### src/rtl/flash_wp_pkg.sv
package flash_wp_pkg;
  typedef struct packed {
    logic top_n;
    logic wp_n;
  } pin_cap_t;
endpackage

### src/rtl/wp_prot_mask.sv
module wp_prot_mask #(
  parameter int NUM_BLOCKS = 16
) (
  input  logic [NUM_BLOCKS-1:0] lock_bits_i,
  input  logic                  top_lock_ni,
  input  logic                  wr_prot_ni,
  output logic [NUM_BLOCKS-1:0] prot_o
);
  localparam int TOP_BLK = NUM_BLOCKS - 1;

  for (genvar b = 0; b < NUM_BLOCKS; b++) begin : g_blk
    if (b == TOP_BLK) begin : g_top
      assign prot_o[b] = ~top_lock_ni | lock_bits_i[b];
    end else begin : g_main
      assign prot_o[b] = ~wr_prot_ni | lock_bits_i[b];
    end
  end
endmodule

### src/rtl/wp_op_track.sv
module wp_op_track
  import flash_wp_pkg::*;
(
  input  logic     clk_i,
  input  logic     rst_ni,
  input  logic     start_i,
  input  logic     done_i,
  input  pin_cap_t pins_i,
  output logic     busy_o,
  output logic     misuse_o
);
  logic     busy_q, misuse_q;
  pin_cap_t cap_q;

  always_ff @(posedge clk_i or negedge rst_ni) begin
    if (!rst_ni) begin
      busy_q   <= 1'b0;
      cap_q    <= '1;
      misuse_q <= 1'b0;
    end else begin
      if (busy_q && done_i)     busy_q <= 1'b0;
      else if (start_i)         busy_q <= 1'b1;
      if (start_i && !busy_q)   cap_q  <= pins_i;
      if (busy_q && (pins_i != cap_q)) misuse_q <= 1'b1;
    end
  end

  assign busy_o   = busy_q;
  assign misuse_o = misuse_q;


  misuse_sticky_chk: assert property (@(posedge clk_i) disable iff (!rst_ni)
    misuse_q |=> misuse_q);

  cap_hold_chk: assert property (@(posedge clk_i) disable iff (!rst_ni)
    (busy_q && $past(busy_q)) |-> $stable(cap_q));
endmodule

### src/rtl/flash_wp_gate.sv
module flash_wp_gate
  import flash_wp_pkg::*;
#(
  parameter int NUM_BLOCKS = 16,
  localparam int BLK_W = $clog2(NUM_BLOCKS)
) (
  input  logic                  clk_i,
  input  logic                  rst_ni,
  input  logic                  req_i,
  input  logic [BLK_W-1:0]      blk_i,
  input  logic [NUM_BLOCKS-1:0] lock_bits_i,
  input  logic                  top_lock_ni,
  input  logic                  wr_prot_ni,
  input  logic                  op_done_i,
  output logic                  grant_o,
  output logic                  wr_stb_o,
  output logic                  ignore_o,
  output logic                  busy_o,
  output logic                  misuse_o
);
  localparam logic [BLK_W-1:0] TOP_BLK = BLK_W'(NUM_BLOCKS - 1);

  logic [NUM_BLOCKS-1:0] prot;
  logic                  accept, allow, busy;
  logic                  grant_q, ign_q;
  pin_cap_t              pins;

  assign pins = '{top_n: top_lock_ni, wp_n: wr_prot_ni};

  wp_prot_mask #(.NUM_BLOCKS(NUM_BLOCKS)) u_mask (
    .lock_bits_i (lock_bits_i),
    .top_lock_ni (top_lock_ni),
    .wr_prot_ni  (wr_prot_ni),
    .prot_o      (prot)
  );

  assign accept = req_i & ~busy;
  assign allow  = ~prot[blk_i];

  wp_op_track u_track (
    .clk_i    (clk_i),
    .rst_ni   (rst_ni),
    .start_i  (accept & allow),
    .done_i   (op_done_i),
    .pins_i   (pins),
    .busy_o   (busy),
    .misuse_o (misuse_o)
  );

  always_ff @(posedge clk_i or negedge rst_ni) begin
    if (!rst_ni) begin
      grant_q <= 1'b0;
      ign_q   <= 1'b0;
    end else begin
      grant_q <= accept & allow;
      ign_q   <= accept & ~allow;
    end
  end

  assign grant_o  = grant_q;
  assign wr_stb_o = grant_q;
  assign ignore_o = ign_q;
  assign busy_o   = busy;


  grant_excl_chk: assert property (@(posedge clk_i) disable iff (!rst_ni)
    $onehot0({grant_q, ign_q}));

  grant_busy_chk: assert property (@(posedge clk_i) disable iff (!rst_ni)
    grant_q |-> busy);

  top_pin_chk: assert property (@(posedge clk_i) disable iff (!rst_ni)
    (req_i && !busy && blk_i == TOP_BLK && !top_lock_ni) |=> (ign_q && !grant_q));

  wp_pin_chk: assert property (@(posedge clk_i) disable iff (!rst_ni)
    (req_i && !busy && blk_i != TOP_BLK && !wr_prot_ni) |=> (ign_q && !grant_q));

  busy_drop_chk: assert property (@(posedge clk_i) disable iff (!rst_ni)
    (req_i && busy && !op_done_i) |=> (!grant_q && !ign_q));
endmodule

### config.mk
export PLATFORM = sky130hd
export DESIGN_NAME = flash_wp_gate
export DESIGN_NICKNAME = d
export VERILOG_FILES = /design/src/rtl/flash_wp_pkg.sv /design/src/rtl/wp_prot_mask.sv /design/src/rtl/wp_op_track.sv /design/src/rtl/flash_wp_gate.sv
export SDC_FILE = /design/constraint.sdc
export NUM_CORES = 1
export LEC_CHECK = 0
export BUFFER_PORTS_ARGS = -buffer_cell sky130_fd_sc_hd__buf_2
export CAP_MARGIN = 20
export CORE_AREA = 2 2 39 41
export DETAILED_ROUTE_END_ITERATION = 8
export DIE_AREA = 0 0 41 43
export PLACE_DENSITY = 0.63
export SLEW_MARGIN = 25
export SYNTH_ARGS = -nofsm -noshare
export SYNTH_HDL_FRONTEND = slang
export SYNTH_SLANG_ARGS = --single-unit
### constraint.sdc
create_clock -name clk_i -period 3.45 [get_ports clk_i]
set_input_delay 0.69 -clock clk_i [delete_from_list [all_inputs] [get_ports clk_i]]
set_output_delay 0.69 -clock clk_i [all_outputs]
set_load 0.02 [all_outputs]
-- After elaboration in Yosys (flattened, before gate mapping)
Index checks and enable logic that the tools add are counted.
- flip-flop bits (word level): 6
- input port bits: 26
- word-level logic and storage cells: 40
- reductions and logical operators: 5
- magnitude comparators: 1
- muxes and demuxes: 4
- equal/unequal tests: 1
- bitwise logic cells: 23
- operator list (operator ; number):
    1-bit bitwise OR ; 16
    4-bit by 5-bit less-than comparator with 1-bit output, second input constant ; 1
    1-bit binary-select mux with 4-bit select ; 1
    1-bit NOT ; 4
    1-bit bitwise AND ; 3
    1-bit logical AND ; 3
    1-bit two-way mux ; 3
    2-bit != test ; 1
    2-bit nonzero test ; 1
    1-bit logical NOT ; 1

-- Longest topological paths before layout
- depth after elaboration: 8
- gate-level depth with buffers: 6
- mapped depth without buffers: 5

-- Hierarchy
From an unflattened synthesis, not the netlist that was laid out.
- cells, all modules: 47
- area, all modules: 535.5 um^2
- modules (own cells, without submodules) (module ; instances ; seq. area each (um^2) ; area each (um^2) ; cells each):
    flash_wp_gate ; 1 ; 50.0 ; 254.0 ; 17
    wp_op_track ; 1 ; 102.6 ; 171.4 ; 13
    wp_prot_mask ; 1 ; 0.0 ; 110.1 ; 17

-- Worst setup path after synthesis
Ideal clock, no wire load.
- path kind: input -> register
- start: input blk_i[0]
- end: register u_track.cap_q[1] (netlist bit)
- setup time: 82 ps
- data arrival time: 2396 ps
- buffers on the path: 1
- data required time: 3368 ps
- stages on the path: 6
- path slack: 972 ps
- path through: buf_6 -> mux4_1 -> mux2_2 -> or3_4 -> a21oi_4 -> mux2_4
- word-level cells in the longest chain between the ends: 5
- ends and longest elaborated chain (element ; line ; source):
    start: declaration ; flash_wp_gate.sv:10 ; input logic [BLK_W-1:0] blk_i,
    1-bit binary-select mux with 4-bit select ; flash_wp_gate.sv:38 ; assign allow = ~prot[blk_i];
    1-bit two-way mux (not written as such) ; flash_wp_gate.sv:38 ;
    1-bit NOT ; flash_wp_gate.sv:38 ;
    1-bit bitwise AND ; flash_wp_gate.sv:43 ; .start_i (accept & allow),
    via u_track.start_i ; wp_op_track.sv:6 ; input logic start_i,
    1-bit logical AND ; wp_op_track.sv:23 ; if (start_i && !busy_q) cap_q <= pins_i;
    end signal: assignment ; wp_op_track.sv:23 ;
    end: declaration ; wp_op_track.sv:13 ; pin_cap_t cap_q;
The timed path passes the listed nets, and every way through them passes these cells. The select of a mux whose other input is x is not followed.
A chain may end at the register's enable or synchronous reset.

-- Worst setup path in the final report
Same ends and word-level chain as after synthesis.

==> results.sh <==
export IMPL_routedWlPerCell_um=11.33
export IMPL_gate_count_of_the_mapped_netlist=32
export IMPL_grtUsageTotal_pct=12.23
export IMPL_outcome="finished clean"
export IMPL_die_ar_mm2=0.001763
export IMPL_ys_warn_count=0
export IMPL_synth_commonest_cells="4 x dfrtp_1, 3 x mux4_1"
export IMPL_worst_setup_path_type="input port to flop"
export IMPL_critPathCapture="u_track.cap_q[1]"
export IMPL_post_place_ws_ns=0.8239
export IMPL_cell_variety_after_synth=22
export IMPL_placement_cell_area_um2=578.1
export IMPL_regToRegEndpoint="u_track.cap_q[1]"
export IMPL_num_rows=14
export IMPL_slowest_stage="mux4_1"
export IMPL_fin_setup_tns_ns=0
export IMPL_worst_pin_slew_ns=0.4196
export IMPL_tightest_hold_check_type="input port to asynchronous set/reset pin"
export IMPL_postSynth_asyncResetShare_pct=100.0
export IMPL_worst_reg2reg_path_depth=3
export IMPL_numCtsBuffers=3
export IMPL_crit_arrival_ns=2.53
export IMPL_worst_ep_required_time_ns=3.61
export IMPL_post_route_util_pct=43.40
export IMPL_post_cts_buffers=0
export IMPL_seqPwrFrac_pct=42.8
export IMPL_share_of_final_layout_standard_cells_stronger_than_drive_strength_1_pct=63.49
export IMPL_number_of_enable_type_register_cells_in_the_synthesized_netlist=0
export IMPL_yosys_cell_count_top_type="dfrtp_1"
export IMPL_syn_nets=58
export IMPL_yosysSeqAreaShare_pct=35.78
export IMPL_grt_pass1_vias=365
export IMPL_drt_pre_antenna_iters=2
export IMPL_post_drt_via_cell_ratio=4.911
export IMPL_worstPathBufferInverterCount=1
export IMPL_timing_critical_path_to_type="flop"
export IMPL_synth_top_area_cell="dfrtp_1"
export IMPL_setup_ws_ns=1.081
export IMPL_netlist_top_cells_area="dfrtp_1 23%, mux4_1 18%, dfstp_2 12%"
export IMPL_hold_buffers=0
export IMPL_synthesis_area_um2=426.7
export IMPL_post_cts_resize_count=0
export IMPL_path_max_fanout=6
export IMPL_cpPeakStageDelay_ns=0.55
export IMPL_timing_max_slew_rel_slack_pct=71.90
export IMPL_regToRegStartpoint="u_track.busy_o"
export IMPL_grt_antenna_before_repair=0
export IMPL_area_growth_synth_to_final_pct=40.76
export IMPL_postLayoutCellArea_um2=600.6
export IMPL_power_switching_mw=0.05753
export IMPL_avgSynthCellArea_um2=13.33
export IMPL_globalRoute_totalOverflow=0
export IMPL_cts_root_buf="clkbuf_4"
export IMPL_start_kind="input port"
export IMPL_gp_congestion=0.7016
export IMPL_maxCapViolations=0
export IMPL_synthFlopType="dfrtp_1"
export IMPL_fin_cells=79
export IMPL_core_region_area_mm2=0.001384
export IMPL_cts_root_to_sink_buffers=2
export IMPL_detail_route_antenna_nets=0
export IMPL_ioPinCount=31
export IMPL_initial_utilization_pct=30.83
export IMPL_num_fill_cells=140
export IMPL_finalHoldViolCount=0
export IMPL_antenna_cells_inserted=0
export IMPL_die_h_um=43
export IMPL_power_ir_vdd_worst_mv=0.09786
export IMPL_die_w_um=41
export IMPL_total_number_of_nets_in_the_final_design=91
export IMPL_placed_cells_incl_taps=76
export IMPL_timing_reg2reg_setup_slack_ns=2.27
export IMPL_period_share_pct=68.67
export IMPL_clkTransAtPathRegs_ns=0.04
export IMPL_worstSetupPathDepth=6
export IMPL_total_power_mw=0.2216
export IMPL_cellInternalPower_mw=0.1641
export IMPL_combinationalPowerShare_pct=29.2
export IMPL_leakage_nw=0.3056
export IMPL_first_iter_violations=2
export IMPL_io_buffers=30
export IMPL_crit_startpoint="blk_i[0]"
export IMPL_num_clock_sinks=6
export IMPL_crit_path_cell_trace="buf_2 > mux4_1 > mux2_2 > or3_4 > a21oi_4 > mux2_4"
export IMPL_insertion_delay_ns=0.24
export IMPL_via_count=388
export IMPL_multiInputGateArea_um2=247.7
export IMPL_synth_seq_cells=6
export IMPL_synth_top_area_share_pct=23.46
export IMPL_final_max_slew_violation_count=0
export IMPL_drt_wl_total_um=895
export IMPL_hpwlAfterDp_um=812.3
export IMPL_period_needed_ns=2.369
export IMPL_cpLargestDelayFamily="multiplexers"
export IMPL_power_share_switching_pct=25.96
export IMPL_power_clock_fraction_pct=28.0
export IMPL_drc=0
export IMPL_grt_max_degree=7
export IMPL_grt_setup_unrepaired="no"
export IMPL_grt_first_pass_wirelength_um=1428
export IMPL_power_per_cell_area_mw_per_mm2=369.0
export IMPL_sequential_cell_area_um2=152.6
export IMPL_tritoncts="yes"
export IMPL_final_count_of_negative_setup_slack_endpoints=0
export IMPL_worst_clock_skew_ns=0.0007388
export IMPL_timing_fmax_ghz=0.4221
export IMPL_cts_max_level=1
export IMPL_hold_slack_ns=0.2635
## layout make-up
class	instances	area share (%)
clock buffer	3	3.750
sequential	6	25.42
multi-input combinational	22	41.25
timing repair buffer	30	25.00
tap	16	3.333
inverter	2	1.250
## worst min-delay path by stage
stage | startpoint | end | slack, ns | cells past startpoint
final | rst_ni | u_track.busy_o | 0.26 | 1
after global routing | rst_ni | u_track.busy_o | 0.26 | 1
after CTS | rst_ni | u_track.busy_o | 0.26 | 1
after detailed placement | u_track.misuse_o | u_track.misuse_o | 0.46 | 1
after global placement | u_track.misuse_o | u_track.misuse_o | 0.45 | 1
after floorplan | rst_ni | grant_o | 0.39 | 0
## cells in the final DEF, fill, tap and decap left out
cell type,instances
mux4_1,3
o311ai_0,1
inv_1,2
or3_4,1
mux2_4,1
clkbuf_4,3
nand4b_1,1
mux2_2,2
or4bb_1,1
o32a_1,1
nand2b_1,2
dfstp_2,2
xor2_1,2
a21oi_4,1
buf_2,30
nand2_1,1
a21o_1,1
dfrtp_1,4
nor4b_1,1
o21ai_0,1
nor2_1,1
a31oi_1,1
## cell families after synthesis
group / synth area share (%)
xor+xnor: 4.106
buf+inv: 6.159
flops: 35.78
simple gates: 14.07
mux: 27.27
compound gates: 12.61
## power groups by stage
| stage | combinational, mW | clock (mW) | sequential (mW) |
|---|---|---|---|
| global route | 0.0726 | 0.0712 | 0.0967 |
| CTS | 0.0658 | 0.0666 | 0.0952 |
| global placement | 0.0651 | 0 | 0.0959 |
| finish | 0.0647 | 0.0620 | 0.0949 |
| detailed placement | 0.0658 | 0 | 0.0960 |
| floorplan | 0.0376 | 0 | 0.0995 |
## metal layers
metal	vias up	track usage [%]	part of all wire [%]
met5	-	0	0
met2	31	18.13	46
met1	167	14.14	39
li1	188	-	-
met4	0	10.00	0.67
met3	2	2.618	14
## state kept, by name, summed over array words and instances, names as in the netlist
| name | count |
|---|---|
| u_track.misuse_o | 1 |
| u_track.cap_q | 2 |
| ignore_o | 1 |
| grant_o | 1 |
| u_track.busy_o | 1 |
(Power assumes the default switching activity.)
